===== config.mk =====
export PLATFORM = sky130hd
export DESIGN_NAME = tbsk_top
export DESIGN_NICKNAME = d
export VERILOG_FILES = /design/src/rtl/tbsk_pkg.sv /design/src/rtl/tbsk_host_decode.sv /design/src/rtl/tbsk_seek_ctl.sv /design/src/rtl/tbsk_dirty_track.sv /design/src/rtl/tbsk_top.sv
export SDC_FILE = /design/constraint.sdc
export NUM_CORES = 1
export LEC_CHECK = 0
export BUFFER_PORTS_ARGS = -buffer_cell sky130_fd_sc_hd__buf_4
export CAP_MARGIN = 25
export CORE_AREA = 4 4 53 64
export DETAILED_ROUTE_END_ITERATION = 8
export DIE_AREA = 0 0 57 68
export PLACE_DENSITY = 0.83
export SLEW_MARGIN = 20
export SYNTH_ARGS = -nofsm -noshare
export SYNTH_HDL_FRONTEND = slang
export SYNTH_SLANG_ARGS = --single-unit

===== constraint.sdc =====
create_clock -name clk -period 2.8 [get_ports clk]
set_input_delay 0.42 -clock clk [delete_from_list [all_inputs] [get_ports clk]]
set_output_delay 0.42 -clock clk [all_outputs]
set_load 0.01 [all_outputs]

===== src/rtl/tbsk_pkg.sv =====
package tbsk_pkg;
  localparam int WORD_W     = 32;
  localparam int TRK_W      = 8;
  localparam int ONLINE_BIT = 31;
  localparam int DIRTY_BIT  = 30;
  localparam int REQ_LSB    = 16;
  localparam int LOAD_LSB   = 0;

  typedef struct packed {
    logic             hit;
    logic             online;
    logic [TRK_W-1:0] track;
  } host_stat_t;

  function automatic logic [WORD_W-1:0] pack_status(
    input logic             online,
    input logic             dirty,
    input logic [TRK_W-1:0] req,
    input logic [TRK_W-1:0] loaded
  );
    logic [WORD_W-1:0] w;
    w = '0;
    w[ONLINE_BIT]             = online;
    w[DIRTY_BIT]              = dirty;
    w[REQ_LSB +: TRK_W]       = req;
    w[LOAD_LSB +: TRK_W]      = loaded;
    return w;
  endfunction
endpackage


===== src/rtl/tbsk_host_decode.sv =====
module tbsk_host_decode
  import tbsk_pkg::*;
#(
  parameter int ADDR_W    = 13,
  parameter int STAT_ADDR = 127
) (
  input  logic              host_we,
  input  logic [ADDR_W-1:0] host_addr,
  input  logic [WORD_W-1:0] host_wdata,
  output host_stat_t        wr
);
  logic unused_reserved;
  assign unused_reserved = ^host_wdata[ONLINE_BIT-1:LOAD_LSB+TRK_W];

  always_comb begin
    wr.hit    = host_we && (host_addr == ADDR_W'(STAT_ADDR));
    wr.online = host_wdata[ONLINE_BIT];
    wr.track  = host_wdata[LOAD_LSB +: TRK_W];
  end
endmodule


===== src/rtl/tbsk_seek_ctl.sv =====
module tbsk_seek_ctl
  import tbsk_pkg::*;
#(
  parameter int MAX_CYL = 203
) (
  input  logic             clk,
  input  logic             rst,
  input  host_stat_t       wr,
  input  logic             seek_req,
  input  logic [TRK_W-1:0] seek_cyl,
  output logic             online,
  output logic             busy,
  output logic             done,
  output logic             err,
  output logic [TRK_W-1:0] req_cyl,
  output logic [TRK_W-1:0] loaded,
  output logic             accept,
  output logic             complete
);
  logic considered;
  logic in_range;

  always_comb begin
    considered = seek_req && online && !busy;
    in_range   = (seek_cyl <= TRK_W'(MAX_CYL));
    accept     = considered && in_range;
    complete   = busy && wr.hit && wr.online && (wr.track == req_cyl);
  end

  always_ff @(posedge clk) begin
    if (rst) begin
      online  <= 1'b0;
      busy    <= 1'b0;
      done    <= 1'b0;
      err     <= 1'b0;
      req_cyl <= '0;
      loaded  <= '0;
    end else begin
      done <= complete;
      err  <= considered && !in_range;
      if (wr.hit) begin
        online <= wr.online;
        loaded <= wr.track;
      end
      if (accept) req_cyl <= seek_cyl;
      if (wr.hit && !wr.online) busy <= 1'b0;
      else if (complete)        busy <= 1'b0;
      else if (accept)          busy <= 1'b1;
    end
  end
endmodule


===== src/rtl/tbsk_dirty_track.sv =====
module tbsk_dirty_track (
  input  logic clk,
  input  logic rst,
  input  logic drv_we,
  input  logic busy,
  input  logic accept,
  input  logic complete,
  output logic dirty
);
  logic written;

  always_ff @(posedge clk) begin
    if (rst) begin
      written <= 1'b0;
      dirty   <= 1'b0;
    end else if (accept) begin
      dirty   <= written || drv_we;
      written <= 1'b0;
    end else begin
      if (complete)        dirty   <= 1'b0;
      if (drv_we && !busy) written <= 1'b1;
    end
  end
endmodule


===== src/rtl/tbsk_top.sv =====
module tbsk_top
  import tbsk_pkg::*;
#(
  parameter int BLOCK_BYTES   = 512,
  parameter int BLOCK_COUNT   = 64,
  parameter int STAT_BYTE_OFS = 508,
  parameter int MAX_CYL       = 203,
  localparam int ADDR_W    = $clog2(BLOCK_COUNT * BLOCK_BYTES / (WORD_W / 8)),
  localparam int STAT_ADDR = STAT_BYTE_OFS / (WORD_W / 8)
) (
  input  logic              clk,
  input  logic              rst,
  input  logic              host_we,
  input  logic [ADDR_W-1:0] host_addr,
  input  logic [WORD_W-1:0] host_wdata,
  output logic [WORD_W-1:0] stat_word,
  input  logic              seek_req,
  input  logic [TRK_W-1:0]  seek_cyl,
  input  logic              drv_we,
  output logic              ready,
  output logic              seek_busy,
  output logic              seek_done,
  output logic              seek_err
);
  host_stat_t       wr;
  logic             online, busy, accept, complete, dirty;
  logic [TRK_W-1:0] req_cyl, loaded;

  tbsk_host_decode #(.ADDR_W(ADDR_W), .STAT_ADDR(STAT_ADDR)) u_dec (
    .host_we(host_we), .host_addr(host_addr), .host_wdata(host_wdata), .wr(wr)
  );

  tbsk_seek_ctl #(.MAX_CYL(MAX_CYL)) u_ctl (
    .clk(clk), .rst(rst), .wr(wr), .seek_req(seek_req), .seek_cyl(seek_cyl),
    .online(online), .busy(busy), .done(seek_done), .err(seek_err),
    .req_cyl(req_cyl), .loaded(loaded), .accept(accept), .complete(complete)
  );

  tbsk_dirty_track u_dirty (
    .clk(clk), .rst(rst), .drv_we(drv_we), .busy(busy),
    .accept(accept), .complete(complete), .dirty(dirty)
  );

  assign ready     = online;
  assign seek_busy = busy;
  assign stat_word = pack_status(online, dirty, req_cyl, loaded);
endmodule


==> results.json <==
{
  "stdcell_area_mm2": 0.001486,
  "critPathCaptureType": "register",
  "min_delay_path_depth": 3,
  "fin_util": 0.5337,
  "finalSetupViolCount": 0,
  "numCtsBuffers": 3,
  "antenna_cells": 0,
  "synthSimpleGateAreaFrac": 0.1946,
  "cts_max_level": 1,
  "whs_ps": 369.8,
  "synth.distinct_cells": 26,
  "mappedNetlistArea_mm2": 0.001061,
  "vdd_drop_max_uv": 239.3,
  "portBuffers": 56,
  "cts_sinks": 22,
  "cts_root_buf": "clkbuf_4",
  "drive_gt1_frac": 0.3976,
  "grt_pass1_vias": 975,
  "powerDensity_mw_per_mm2": 371.9,
  "nets": 225,
  "postRouteAntennaNets": 0,
  "clkTransAtPathRegs_ps": 120,
  "period_share": 0.6702,
  "fmax_ghz": 0.5329,
  "ys_warn_count": 0,
  "ctsLongestPathBuffers": 2,
  "post-cts-setup-buffer-count": 0,
  "reg2regPathDepth": 4,
  "track_usage": 0.1370,
  "synthMuxAreaShare": 0.1415,
  "gp_congestion": 0.7238,
  "synth-compound-area-share": 0.04363,
  "setup_tns_ps": 0,
  "placed_cell_area_mm2": 0.001450,
  "dieWidth_um": 57,
  "worstPathMaxFanout": 3,
  "vias_per_cell": 4.705,
  "worstSkewPairLatency_ps": 300,
  "dr.pass1.iters": 4,
  "netlist_instances": 112,
  "setup_ws_ps": 923.5,
  "start_util": 0.3810,
  "fp-row-count": 21,
  "synth_top_family_by_area": "simple AND/OR/NAND/NOR gates",
  "grt_antenna_before_repair": 0,
  "cts_tree": "built",
  "yosys.area_share.adder": 0,
  "final_cell_mix": "buf_4, dfxtp_1, nor2_1",
  "hold_path_end": "u_ctl.loaded[4]",
  "die_y_um": 68,
  "routed_wl_um": 2700,
  "slew_viol_final": 0,
  "r2r-end": "u_ctl.req_cyl[1]",
  "arrival_ps": 2120,
  "drtIter0Drc": 27,
  "grt_max_degree": 24,
  "gr-total-overflow": 0,
  "total_leakage_power_nw": 0.6389,
  "yosysSeqAreaShare": 0.4151,
  "place_ws_ps": 599.5,
  "ioPinCount": 94,
  "rsz0062_at_grt": "no",
  "ys_ff_latch": 22,
  "hold_viol": 0,
  "num_vias": 941,
  "min_path_type": "input port to register",
  "drv.max_cap_violation_count": 0,
  "grt_pass1_wl_um": 4181,
  "reg2reg_from": "u_ctl.busy",
  "synth_area_per_cell_um2": 9.473,
  "fin_worst_skew_ps": 4.420,
  "synth_xor_area_frac": 0.06604,
  "fillerInstances": 281,
  "period_minus_slack_ps": 1877,
  "critical_path_class": "input port to register",
  "drc": 0,
  "status": "finished, final reports clean",
  "cts_hold_buffers": 0,
  "post_drt_wl_per_cell_um": 13.50,
  "die_area_mm2": 0.003876,
  "cp-start-kind": "input port",
  "cts-resized-gates": 0,
  "min-delay-start": "host_wdata[4]",
  "reg2reg_slack_ps": 1290,
  "cp_data_required_time_ps": 3050,
  "layout_commonest_cell": "buf_4",
  "synthToLayoutAreaGrowth_pct": 40.09,
  "hpwl_um": 2228,
  "core_mm2": 0.002785
}
==> power breakdown <==
part | leakage (nW) | switching, mW | internal, mW
combinational | 0.440 | 0.0310 | 0.0371
clock | 0.0210 | 0.0911 | 0.0792
sequential | 0.177 | 0.000501 | 0.314
==> worst max-delay path: stages <==
cell	delay (ps)
buf_4	110
or4_4	530
or4_4	550
nor4_4	340
nor2b_1	170
==> kinds of logic (layout without fill, tap and decap cells) <==
logic type / count (synthesis) / after routing
flops: 22 / 22
buf+inv: 22 / 63
mux: 15 / 15
other cells: 1 / 14
simple gates: 38 / 38
compound gates: 6 / 6
xor+xnor: 8 / 8
==> per-stage QoR <==
| stage | cells | power, mW |
|---|---|---|
| 2_1_floorplan | 125 | 0.3588 |
| 3_3_place_gp | 196 | 0.3873 |
| 3_5_place_dp | 196 | 0.3892 |
| 4_1_cts | 200 | 0.5605 |
| 5_1_grt | 200 | 0.5780 |
| 6_report | 200 | 0.5528 |
==> flip-flops by register name, summed over array words and instances (netlist names) <==
register / cells
u_ctl.online: 1
u_ctl.busy: 1
u_ctl.req_cyl: 8
u_ctl.loaded: 8
u_ctl.err: 1
u_dirty.written: 1
u_ctl.done: 1
u_dirty.dirty: 1
==> layer usage <==
layer	global-route usage	up-vias	wire, um
li1	-	460	-
met1	0.1466	447	980
met2	0.2629	32	1540
met3	0.02642	2	160
met4	0.05507	0	19
met5	0	-	0
==> worst max-delay path by stage <==
stage                      end         start  depth (start not counted)  slack [ps]
detailed placement  u_ctl.done  host_addr[9]                          5         600
global route        u_ctl.done  host_addr[9]                          5         840
CTS                 u_ctl.done  host_addr[9]                          5         920
global placement    u_ctl.done  host_addr[9]                          5         640
finish              u_ctl.done  host_addr[9]                          5         920
floorplan           u_ctl.done  host_addr[9]                          4         820
==> cell usage after synthesis <==
cell / number / area [um^2]
xnor2_1: 8 / 70.07
nor2b_1: 1 / 6.260
conb_1: 1 / 3.750
clkbuf_1: 3 / 11.26
nor4_1: 2 / 12.51
nor3_1: 4 / 20.02
nand4_1: 2 / 12.51
nand2b_1: 1 / 6.260
mux2i_1: 15 / 150.1
o221ai_1: 1 / 8.760
inv_1: 2 / 7.510
buf_4: 16 / 120.1
buf_2: 1 / 5.000
a21oi_1: 1 / 5.000
nor2_1: 20 / 75.07
o22ai_1: 1 / 6.260
a211oi_1: 1 / 7.510
nor4_4: 1 / 21.27
nand4b_1: 1 / 8.760
o21ba_2: 1 / 10.01
nand3_1: 2 / 10.01
nand2_1: 1 / 3.750
o41ai_1: 1 / 8.760
or4_4: 2 / 22.52
dfxtp_1: 22 / 440.4
nand3b_1: 1 / 7.510
==> final cells by class <==
type	instances	area, um^2	area share
multi-input cells	81	531.8	0.3577
well taps	34	42.54	0.02862
flip-flops and latches	22	440.4	0.2963
clock buffers	4	36.28	0.02441
inverters	2	7.507	0.005050
repair buffers	57	427.9	0.2879
Power figures use the tool's default switching activity.
